`config.mk`:
```
export PLATFORM = sky130hd
export DESIGN_NAME = emerg_hiz_ctrl
export DESIGN_NICKNAME = d
export VERILOG_FILES = /design/src/rtl/emerg_hiz_pkg.sv /design/src/rtl/emerg_hiz_ctrl_unit.sv /design/src/rtl/emerg_hiz_datapath.sv /design/src/rtl/emerg_hiz_ctrl.sv
export SDC_FILE = /design/constraint.sdc
export NUM_CORES = 1
export LEC_CHECK = 0
export ABC_CLOCK_PERIOD_IN_PS = 5500
export CAP_MARGIN = 10
export CORE_MARGIN = 2
export CORE_UTILIZATION = 33
export CTS_BUF_LIST = sky130_fd_sc_hd__clkbuf_4 sky130_fd_sc_hd__clkbuf_8
export DETAILED_ROUTE_END_ITERATION = 8
export HOLD_SLACK_MARGIN = 0.12
export PLACE_DENSITY = 0.65
export SYNTH_ARGS = -nofsm -noshare
export SYNTH_HDL_FRONTEND = slang
export SYNTH_SLANG_ARGS = --single-unit
export TNS_END_PERCENT = 5
```
`constraint.sdc`:
```
create_clock -name clk -period 5.5 [get_ports clk]
set_input_delay 1.1 -clock clk [delete_from_list [all_inputs] [get_ports clk]]
set_output_delay 1.1 -clock clk [all_outputs]
set_load 0.02 [all_outputs]
```
`src/rtl/emerg_hiz_pkg.sv`:
```
package emerg_hiz_pkg;
  localparam int FLAG_BIT = 12;
  localparam int HIZ_BIT  = 9;
  localparam int IEN_BIT  = 8;
  localparam logic [1:0] MODE_EDGE = 2'b00;

  typedef struct packed {
    logic setReq;    // selected detection condition met
    logic highTick;  // divided-clock sample saw the input high
    logic rdStb;     // register read access
    logic wrStb;     // register write access
  } strobes_t;
endpackage

```
`src/rtl/emerg_hiz_ctrl_unit.sv`:
```
module emerg_hiz_ctrl_unit
  import emerg_hiz_pkg::*;
#(
  parameter int SYNC_STAGES = 2,
  parameter int DIV1 = 8,
  parameter int DIV2 = 16,
  parameter int DIV3 = 128,
  parameter int LOW_RUN = 16
) (
  input  logic       clk,
  input  logic       rstN,
  input  logic       emergInN,
  input  logic       regSel,
  input  logic       regWr,
  input  logic [1:0] mode,
  output strobes_t   stb
);
  localparam int CNT_W = $clog2(DIV3 + 1);
  localparam int RUN_W = $clog2(LOW_RUN + 1);

  logic [SYNC_STAGES-1:0] syncQ;
  logic syncIn, prevQ, tick, lvlEvt;
  logic [CNT_W-1:0] cntQ, divLast;
  logic [RUN_W-1:0] runQ;

  // synchronizer chain, stage 0 takes the raw pin
  always_ff @(posedge clk or negedge rstN) begin
    if (!rstN) syncQ[0] <= 1'b1;
    else       syncQ[0] <= emergInN;
  end
  for (genvar g = 1; g < SYNC_STAGES; g++) begin : g_sync
    always_ff @(posedge clk or negedge rstN) begin
      if (!rstN) syncQ[g] <= 1'b1;
      else       syncQ[g] <= syncQ[g-1];
    end
  end
  assign syncIn = syncQ[SYNC_STAGES-1];

  always_comb begin
    case (mode)
      2'b10:   divLast = CNT_W'(DIV2 - 1);
      2'b11:   divLast = CNT_W'(DIV3 - 1);
      default: divLast = CNT_W'(DIV1 - 1);
    endcase
  end
  assign tick = (cntQ >= divLast);

  always_ff @(posedge clk or negedge rstN) begin
    if (!rstN) begin
      prevQ <= 1'b1;
      cntQ  <= '0;
      runQ  <= '0;
    end else begin
      prevQ <= syncIn;
      cntQ  <= tick ? '0 : cntQ + 1'b1;
      if (tick) begin
        if (syncIn)                        runQ <= '0;
        else if (runQ != RUN_W'(LOW_RUN))  runQ <= runQ + 1'b1;
      end
    end
  end

  assign lvlEvt = tick & ~syncIn & (runQ == RUN_W'(LOW_RUN - 1));

  assign stb.setReq   = (mode == MODE_EDGE) ? (prevQ & ~syncIn) : lvlEvt;
  assign stb.highTick = tick & syncIn;
  assign stb.rdStb    = regSel & ~regWr;
  assign stb.wrStb    = regSel & regWr;


  lvl_needs_low_chk: assert property (@(posedge clk) disable iff (!rstN)
    (stb.setReq && mode != MODE_EDGE) |-> !syncIn);

  edge_needs_high_before_chk: assert property (@(posedge clk) disable iff (!rstN)
    (stb.setReq && mode == MODE_EDGE) |-> ($past(syncIn) && !syncIn));
endmodule

```
`src/rtl/emerg_hiz_datapath.sv`:
```
module emerg_hiz_datapath
  import emerg_hiz_pkg::*;
#(
  parameter int NUM_PINS = 8
) (
  input  logic                clk,
  input  logic                rstN,
  input  strobes_t            stb,
  input  logic [15:0]         wrData,
  output logic [1:0]          mode,
  output logic [15:0]         rdData,
  output logic [NUM_PINS-1:0] pinHiz,
  output logic                irq
);
  logic flagQ, hizEnQ, intEnQ, armedQ, highSeenQ;
  logic [1:0] modeQ;
  logic clrOk;
  logic unusedWr;

  assign unusedWr = ^{wrData[15:13], wrData[11:10], wrData[7:2]};

  assign clrOk = stb.wrStb & ~wrData[FLAG_BIT] & armedQ &
                 ((modeQ == MODE_EDGE) | highSeenQ);

  always_ff @(posedge clk or negedge rstN) begin
    if (!rstN) begin
      flagQ <= 1'b0; hizEnQ <= 1'b0; intEnQ <= 1'b0;
      armedQ <= 1'b0; highSeenQ <= 1'b0; modeQ <= MODE_EDGE;
    end else begin
      if (stb.wrStb) begin
        hizEnQ <= wrData[HIZ_BIT];
        intEnQ <= wrData[IEN_BIT];
        modeQ  <= wrData[1:0];
      end
      flagQ <= stb.setReq | (flagQ & ~clrOk);
      if (stb.setReq || clrOk)        armedQ <= 1'b0;
      else if (stb.rdStb && flagQ)    armedQ <= 1'b1;
      if (stb.setReq)                 highSeenQ <= 1'b0;
      else if (stb.highTick)          highSeenQ <= 1'b1;
    end
  end

  always_comb begin
    rdData = '0;
    rdData[FLAG_BIT] = flagQ;
    rdData[HIZ_BIT]  = hizEnQ;
    rdData[IEN_BIT]  = intEnQ;
    rdData[1:0]      = modeQ;
  end

  assign mode   = modeQ;
  assign pinHiz = {NUM_PINS{flagQ & hizEnQ}};
  assign irq    = flagQ & intEnQ;


  set_follows_chk: assert property (@(posedge clk) disable iff (!rstN)
    stb.setReq |=> flagQ);

  flag_rise_src_chk: assert property (@(posedge clk) disable iff (!rstN)
    $rose(flagQ) |-> $past(stb.setReq));

  clear_guard_chk: assert property (@(posedge clk) disable iff (!rstN)
    $fell(flagQ) |-> $past(armedQ && stb.wrStb && !wrData[FLAG_BIT]));

  lvl_clear_chk: assert property (@(posedge clk) disable iff (!rstN)
    ($fell(flagQ) && $past(modeQ) != MODE_EDGE) |-> $past(highSeenQ));

  set_wins_chk: assert property (@(posedge clk) disable iff (!rstN)
    (stb.setReq && stb.wrStb) |=> (flagQ && !armedQ));
endmodule

```
`src/rtl/emerg_hiz_ctrl.sv`:
```
module emerg_hiz_ctrl
  import emerg_hiz_pkg::*;
#(
  parameter int NUM_PINS = 8,
  parameter int DIV1 = 8,
  parameter int DIV2 = 16,
  parameter int DIV3 = 128,
  parameter int LOW_RUN = 16
) (
  input  logic                clk,
  input  logic                rstN,
  input  logic                emergInN,
  input  logic                regSel,
  input  logic                regWr,
  input  logic [15:0]         regWdata,
  output logic [15:0]         regRdata,
  output logic [NUM_PINS-1:0] pinHiz,
  output logic                irq
);
  strobes_t   stb;
  logic [1:0] mode;

  emerg_hiz_ctrl_unit #(
    .SYNC_STAGES(2), .DIV1(DIV1), .DIV2(DIV2), .DIV3(DIV3), .LOW_RUN(LOW_RUN)
  ) i_ctrl (
    .clk(clk), .rstN(rstN), .emergInN(emergInN),
    .regSel(regSel), .regWr(regWr), .mode(mode), .stb(stb)
  );

  emerg_hiz_datapath #(.NUM_PINS(NUM_PINS)) i_dp (
    .clk(clk), .rstN(rstN), .stb(stb), .wrData(regWdata),
    .mode(mode), .rdData(regRdata), .pinHiz(pinHiz), .irq(irq)
  );
endmodule

```
* After elaboration in Yosys (flattened, before gate mapping)
Index checks and enable logic that the tools add are counted.
Operators by class: $add $sub $neg 2, $lt $le $gt $ge 1, eq/ne operators 4, mux-type cells 9, bitwise operators 18, reduce and logical (&&, ||, !) cells 7
Operator list (count):
- one-hot mux 7 bit (2 select lines) | 1
- AND 1 bit | 12
- 2-to-1 mux 5 bit | 2
- adder 8 x 1 -> 8 bit (second input constant) | 1
- >= comparator 8 bit | 1
- 2-to-1 mux 8 bit | 1
- nonzero test 2 bit | 3
- adder 5 x 1 -> 5 bit (second input constant) | 1
- equality test 5 x 4 -> 1 bit (second input constant) | 1
- 2-to-1 mux 1 bit | 5
- inequality test 5 bit (second input constant) | 1
- equality test 2 bit (second input constant) | 2
- inverter 1 bit | 4
- logical NOT 2 bit | 1
- bitwise OR 1 bit | 2
- AND reduction 2 bit | 1
- logical AND 1 bit | 1
- logical OR 1 bit | 1
Word-level totals: register bits after elaboration 23, input bits 21, logic and storage cells 52

* Depth between registers and ports, before layout
Gate-level depths: netlist (run 1).
depth in word-level cells 8, gate-level depth with buffers 6

* Hierarchy
From an unflattened synthesis (run 1), not the netlist that was laid out.
Unflattened totals: cells, all modules 132, area total of the unflattened synthesis 1342.5 µm²
Modules (own cells, without submodules):
- emerg_hiz_ctrl_unit | instances 1, cells each 86, area each 868.3 µm², sequential area each 404.1 µm²
- emerg_hiz_datapath | instances 1, cells each 46, area each 474.2 µm², sequential area each 175.2 µm²

* Worst setup path before layout (run 1)
Ideal clock, no wire load.
path type register to output, start reg i_dp.flagQ, end out pinHiz[1], arrival 928 ps, required time 4400 ps, setup slack 3472 ps, stages on the path, launching flop included 3, cell sequence dfrtp_1 and2_1 buf_4
On the way: word-level cells in the longest chain between the ends 1
RTL lines:
- from (decl) | line emerg_hiz_datapath.sv:15 | logic flagQ, hizEnQ, intEnQ, armedQ, highSeenQ;
- from (signal assigned) | line emerg_hiz_datapath.sv:35 | flagQ <= stb.setReq | (flagQ & ~clrOk);
- AND 1 bit | line emerg_hiz_datapath.sv:52 | assign pinHiz = {NUM_PINS{flagQ & hizEnQ}};
- to (decl) | line emerg_hiz_ctrl.sv:17 | output logic [NUM_PINS-1:0] pinHiz,
Every way passes these cells.

* Worst setup path after layout (run 1)
start reg i_dp.flagQ, end out pinHiz[4]
The elaborated chain is that of the path after synthesis.

==> results of run 1 <==
through the flow:
step           hold WS (ns)  std cells  worst slack, ns
4_1_cts               0.362        193             2.78
3_3_place_gp          0.347        189             2.97
2_1_floorplan         0.345        137             3.47
5_1_grt               0.363        193             2.68
6_report              0.361        193             2.81
3_5_place_dp          0.350        189             2.94
worst paths after layout:
path	slack [ns]	from	endpoint	cells after the start
setup / recovery	2.81	i_dp.flagQ$_DFF_PN0_	pinHiz[4]	2
hold / removal	0.36	i_ctrl.syncQ[0]$_DFF_PN1_	i_ctrl.syncIn$_DFF_PN1_	0
setup reg to reg	3.51	i_dp.mode[1]$_DFFE_PN0P_	i_ctrl.runQ[4]$_DFFE_PN0P_	6
hold reg to reg	0.36	i_ctrl.syncQ[0]$_DFF_PN1_	i_ctrl.syncIn$_DFF_PN1_	0
max in group asynchronous	3.50	rstN	i_dp.armedQ$_DFFE_PN0P_	1
min in group asynchronous	1.39	rstN	i_ctrl.cntQ[7]$_DFF_PN0_	1
sequential cells by signal, indices dropped and copies added, names as in the netlist:
| signal | cells |
|---|---|
| i_ctrl.syncQ | 1 |
| i_ctrl.cntQ | 8 |
| i_dp.flagQ | 1 |
| i_ctrl.runQ | 5 |
| i_dp.mode | 2 |
| i_dp.hizEnQ | 1 |
| i_dp.highSeenQ | 1 |
| i_dp.armedQ | 1 |
| i_dp.intEnQ | 1 |
| i_ctrl.prevQ | 1 |
| i_ctrl.syncIn | 1 |
power groups by stage:
stage	clock network, µW	logic [µW]	registers, µW
detailed placement	0	272	260
CTS	114	273	257
floorplan	0	217	252
global route	122	304	266
finish	109	269	256
global placement	0	265	257
cells in the final DEF, fill, tap and decap left out, types with 2 or more instances in the layout:
cell	netlist	final
a21oi_1	3	3
and2_1	2	2
and3_1	3	3
clkbuf_8	0	3
clkdlybuf4s50_1	0	23
conb_1	1	11
dfrtp_1	20	20
dfstp_2	3	3
ha_1	8	8
inv_1	8	8
mux2_2	4	4
mux2_4	2	2
mux2i_1	2	2
nand2_1	4	4
nand2b_1	2	2
nand3_1	5	5
nor2_1	13	13
o21ai_0	2	2
xnor2_1	2	2
xor2_1	4	4
logic make-up (layout without fill, tap and decap cells):
logic type,after synthesis,in the layout,share of synthesized area (%)
xor gates and xnor gates,6,6,3.94
muxes,8,8,7.14
AOI/OAI and AO/OA,16,16,9.58
buffers and inverters,29,35,14.1
and+or+nand+nor,36,36,14.0
adders and majority gates,8,8,7.51
other,1,11,0.281
DFF,23,23,43.5
per-layer routing:
layer | vias up | track usage, %
li1 | 433 | -
met2 | 26 | 19.0
met1 | 424 | 13.3
met3 | 2 | 2.17
met4 | 0 | 4.59
met5 | - | 0
area by class of cell:
cell class	count	area share, %
Sequential cell	23	37.3
Multi-Input combinational cell	85	38.8
Timing Repair Buffer	23	14.8
Tap cell	50	4.03
Inverter	8	1.93
Clock buffer	4	3.14
==> impl_metrics.py, run 1 <==
metrics = {
    "status": {
        "status": "completed",
    },
    "synthesis": {
        "yosys.cell_types.count": 37,
        "synth-edff-count": 0,
        "yosys_most_used_dff": "dfrtp_1",
        "yosysMostFrequentCell": "buf_4",
        "yosysSeqAreaShare_pct": 43.5,
        "synth_area_leaders": "dfrtp_1, buf_4, ha_1",
        "syn_area_um2": 1330,
        "ys.warnings.count": 0,
        "synthCells": 127,
        "synth-seq-cells": 23,
        "synth_top_cell_area_share_pct": 37.6,
        "avgSynthCellArea_um2": 10.5,
        "yosys.area.top_type": "dfrtp_1",
        "synth_commonest_cells": "buf_4, dfrtp_1, nor2_1",
        "async_reset_ff_share_pct": 100,
    },
    "setup_path": {
        "max_stage_delay_ns": 0.65,
        "critPathCaptureType": "output port",
        "start_kind": "register",
        "worstPathRequired_ns": 4.40,
        "critical_path_peak_fanout": 8,
        "cp_top_family": "buffers and inverters",
        "critPathBufInv": 1,
        "cp_cell_sequence": "and2_1 -> clkdlybuf4s50_1",
        "crit_type": "register to output port",
        "worst_ep_arrival_time_ns": 1.59,
        "crit_path_top_delay_cell": "clkdlybuf4s50_1",
    },
    "sta": {
        "maxSlewViolCount": 0,
        "tightest_slew_ns": 1.01,
        "hold_viol_final": 0,
        "rsz0062_at_grt": "false",
        "fin_crit_ns": 2.69,
        "fmax_mhz": 372,
        "relSlewSlack_pct": 32.5,
        "clock_skew_ns": 0.00335,
        "timing.final.crit_share_pct": 48.8,
        "setup_viol": 0,
        "finalSetupTns_ns": 0,
    },
    "power": {
        "power_uw": 634,
        "power.leakage_uw": 0.000724,
        "power_frac_seq_pct": 40.4,
        "p_per_area_nw_per_um2": 408,
        "power_switching_uw": 233,
        "p_sw_share_pct": 36.7,
        "combPwrFrac_pct": 42.5,
        "pwr-share-clk_pct": 17.2,
        "internal_power_uw": 401,
        "vdd_ir_drop_max_mv": 0.158,
    },
    "cells_and_area": {
        "multi_input_area_um2": 603,
        "drive_above_1_share_pct": 11.9,
        "diodes": 0,
        "n_fill_cell": 393,
        "final_core_util_pct": 39.4,
        "nNetsFinal": 173,
        "area_delta_synth_final_pct": 16.6,
        "regArea_um2": 579,
        "postLayoutCellArea_um2": 1550,
    },
    "routing": {
        "met1_length_um": 958,
        "viasPerCell": 4.59,
        "vias": 885,
        "wl_met2_um": 1090,
        "detail-route-antenna-nets": 0,
        "drt_first_pass_iters": 4,
        "drt_iter0_drc": 17,
        "drc": 0,
        "routed_wl_um": 2190,
        "topRoutingLayerUsed": "met4",
        "drt-wirelength-per-cell_um": 11.3,
        "route.met3.wl_um": 123,
    },
    "floorplanning": {
        "core_um2": 3940,
        "die_w_um": 67.5,
        "start_util_pct": 33.8,
        "die_y_um": 67.5,
        "die_area_um2": 4560,
        "num_io_pins": 46,
        "row_count": 23,
    },
    "clock_tree": {
        "cts_setup_buffers": 0,
        "cts_tree": "yes",
        "cts_max_level": 1,
        "clk_pin_slew_ns": 0.08,
        "cts_buffers": 3,
        "cts_hold_buf": 0,
        "clock_sinks": 23,
        "clockBufferDepth": 2,
        "postCtsResizedCells": 0,
        "cts-root-buf": "clkbuf_8",
        "clk_latency_ns": 0.26,
    },
    "global_route": {
        "grt_max_degree": 24,
        "gr-total-overflow": 0,
        "first_global_vias": 843,
        "grt_pass1_wl_um": 3780,
        "gr-usage-all-layers_pct": 11.0,
        "grt_antenna_before_repair": 0,
    },
    "placed_design": {
        "dpl-instance-area_um2": 1510,
        "io_buffer_count": 23,
        "dp_hpwl_um": 1720,
        "gp_congestion": 0.782,
    },
    "worst_hold_path": {
        "min_path_type": "register to register",
    },
    "flow_run": {
        "drv_cap": 0,
    },
}
No activity file was read; power rests on OpenSTA's default activity.
==> run 2: changes to the inputs <==
--- a/config.mk
+++ b/config.mk
@@ -5,14 +5,14 @@
 export SDC_FILE = /design/constraint.sdc
 export NUM_CORES = 1
 export LEC_CHECK = 0
-export ABC_CLOCK_PERIOD_IN_PS = 5500
+export ABC_CLOCK_PERIOD_IN_PS = 2270
 export CAP_MARGIN = 10
 export CORE_MARGIN = 2
 export CORE_UTILIZATION = 33
 export CTS_BUF_LIST = sky130_fd_sc_hd__clkbuf_4 sky130_fd_sc_hd__clkbuf_8
 export DETAILED_ROUTE_END_ITERATION = 8
 export HOLD_SLACK_MARGIN = 0.12
-export PLACE_DENSITY = 0.65
+export PLACE_DENSITY = 0.68
 export SYNTH_ARGS = -nofsm -noshare
 export SYNTH_HDL_FRONTEND = slang
 export SYNTH_SLANG_ARGS = --single-unit
==> constraint.sdc (replaced) <==
create_clock -name clk -period 2.27 [get_ports clk]
set_input_delay 0.454 -clock clk [delete_from_list [all_inputs] [get_ports clk]]
set_output_delay 0.454 -clock clk [all_outputs]
set_load 0.02 [all_outputs]
==> impl_metrics.py, run 2 (synthesized netlist as in run 1, its figures left out) <==
metrics = {
    "power": {
        "power.leakage_uw": 0.000728,
        "p_sw_share_pct": 37.5,
        "vdd_ir_drop_max_mv": 0.365,
        "pwr-share-clk_pct": 16.5,
        "p_per_area_nw_per_um2": 985,
        "power_frac_seq_pct": 40.6,
        "power_switching_uw": 575,
        "internal_power_uw": 960,
        "combPwrFrac_pct": 42.9,
    },
    "setup_path": {
        "worst_ep_arrival_time_ns": 1.58,
        "worstPathRequired_ns": 1.82,
        "start_kind": "register",
        "critPathBufInv": 1,
        "cp_top_family": "buffers and inverters",
        "crit_path_top_delay_cell": "clkdlybuf4s50_1",
        "critical_path_peak_fanout": 8,
        "crit_type": "register to output port",
        "max_stage_delay_ns": 0.65,
        "cp_cell_sequence": "and2_1 -> clkdlybuf4s50_1",
        "r2r_slack_ns": 0.31,
        "critPathCaptureType": "output port",
    },
    "floorplanning": {
        "die_area_um2": 4560,
        "die_w_um": 67.5,
        "row_count": 23,
        "num_io_pins": 46,
        "start_util_pct": 33.8,
        "core_um2": 3940,
        "die_y_um": 67.5,
    },
    "routing": {
        "routed_wl_um": 2180,
        "drt_first_pass_iters": 4,
        "detail-route-antenna-nets": 0,
        "viasPerCell": 4.71,
        "drt_iter0_drc": 11,
        "drt-wirelength-per-cell_um": 11.2,
        "vias": 914,
        "drc": 0,
    },
    "global_route": {
        "globalRouteMet3Util_pct": 2.00,
        "gr-total-overflow": 0,
        "met1_usage_pct": 11.7,
        "first_global_vias": 906,
        "grt_max_degree": 24,
        "grt_antenna_before_repair": 0,
        "grt_pass1_wl_um": 3820,
        "grt.busiest_layer": "met2",
        "use_met2_pct": 20.7,
        "gr-usage-all-layers_pct": 11.2,
    },
    "placed_design": {
        "dp_hpwl_um": 1730,
        "dpl-instance-area_um2": 1510,
        "gp_congestion": 0.833,
        "io_buffer_count": 23,
    },
    "clock_tree": {
        "cts_tree": "yes",
        "cts-root-buf": "clkbuf_8",
        "cts_buffers": 3,
        "clockBufferDepth": 2,
        "clk_pin_slew_ns": 0.08,
        "clk_latency_ns": 0.26,
        "cts_hold_buf": 0,
        "cts_setup_buffers": 0,
        "cts_max_level": 1,
        "postCtsResizedCells": 0,
        "clock_sinks": 23,
    },
    "sta": {
        "fin_crit_ns": 2.04,
        "timing.final.crit_share_pct": 89.7,
        "setup_viol": 0,
        "relSlewSlack_pct": 65.7,
        "clock_skew_ns": 0.00409,
        "maxSlewViolCount": 0,
        "fmax_mhz": 491,
        "tightest_slew_ns": 0.509,
        "hold_viol_final": 0,
        "finalSetupTns_ns": 0,
        "rsz0062_at_grt": "false",
    },
    "cells_and_area": {
        "largest_register_ffs": 8,
        "n_fill_cell": 395,
        "final_cell_mix": "clkdlybuf4s50_1, dfrtp_1, nor2_1",
        "diodes": 0,
        "final_core_util_pct": 39.5,
        "drive_above_1_share_pct": 12.5,
        "area_delta_synth_final_pct": 17.0,
        "final_common_cell": "clkdlybuf4s50_1",
        "top_register": "i_ctrl.cntQ",
        "nNetsFinal": 174,
        "postLayoutCellArea_um2": 1560,
    },
    "worst_hold_path": {
        "min_path_type": "register to register",
    },
    "status": {
        "status": "completed",
    },
    "flow_run": {
        "drv_cap": 0,
    },
}
## run 2: layout make-up
| class | instances | area, µm² | share of cell area [%] |
|---|---|---|---|
| clock buffers | 3 | 41.3 | 2.65 |
| clock inverters | 1 | 5.00 | 0.321 |
| inverters | 8 | 30.0 | 1.93 |
| multi-input cells | 85 | 603 | 38.7 |
| flip-flops and latches | 23 | 579 | 37.2 |
| well taps | 50 | 62.6 | 4.01 |
| repair buffers | 24 | 238 | 15.2 |
## run 2: through the flow
| step | total power, µW | cells | worst slack, ns | hold slack [ns] |
|---|---|---|---|---|
| 5_1_grt | 1660 | 194 | 0.0885 | 0.363 |
| 3_5_place_dp | 1300 | 190 | 0.279 | 0.348 |
| 4_1_cts | 1560 | 194 | 0.208 | 0.361 |
| 6_report | 1540 | 194 | 0.234 | 0.360 |
| 2_1_floorplan | 1140 | 137 | 0.357 | 0.158 |
| 3_3_place_gp | 1260 | 190 | 0.331 | 0.346 |
## run 2: power by group through the flow
stage                     sequential (µW)  combinational, µW  clock, µW
after floorplan                       611                526          0
after global placement                622                642          0
after detailed placement              632                668          0
after CTS                             624                671        261
after global routing                  645                738        282
final                                 624                658        253
## run 2: worst paths after layout
kind                                           start                          to  cells past startpoint
max                             i_dp.flagQ$_DFF_PN0_                   pinHiz[6]                      2
min                        i_ctrl.syncQ[0]$_DFF_PN1_     i_ctrl.syncIn$_DFF_PN1_                      0
max reg2reg                 i_dp.mode[1]$_DFFE_PN0P_  i_ctrl.runQ[0]$_DFFE_PN0P_                      6
min reg2reg                i_ctrl.syncQ[0]$_DFF_PN1_     i_ctrl.syncIn$_DFF_PN1_                      0
max in group asynchronous                       rstN      i_ctrl.prevQ$_DFF_PN1_                      2
min in group asynchronous                       rstN  i_ctrl.runQ[2]$_DFFE_PN0P_                      2
## run 2: layer usage
layer,wire [µm],part of all wire [%]
met5,0,0
met4,46,2.1
met3,122,5.6
met2,1120,51
met1,892,41
## run 2: worst reg2reg max path: stages, from the launching register on
cell and delay [ns]:
dfrtp_1 0.43, nand2_1 0.13, ha_1 0.34, a21oi_1 0.08, o21ai_0 0.42, o21ai_4 0.13, mux2_4 0.31
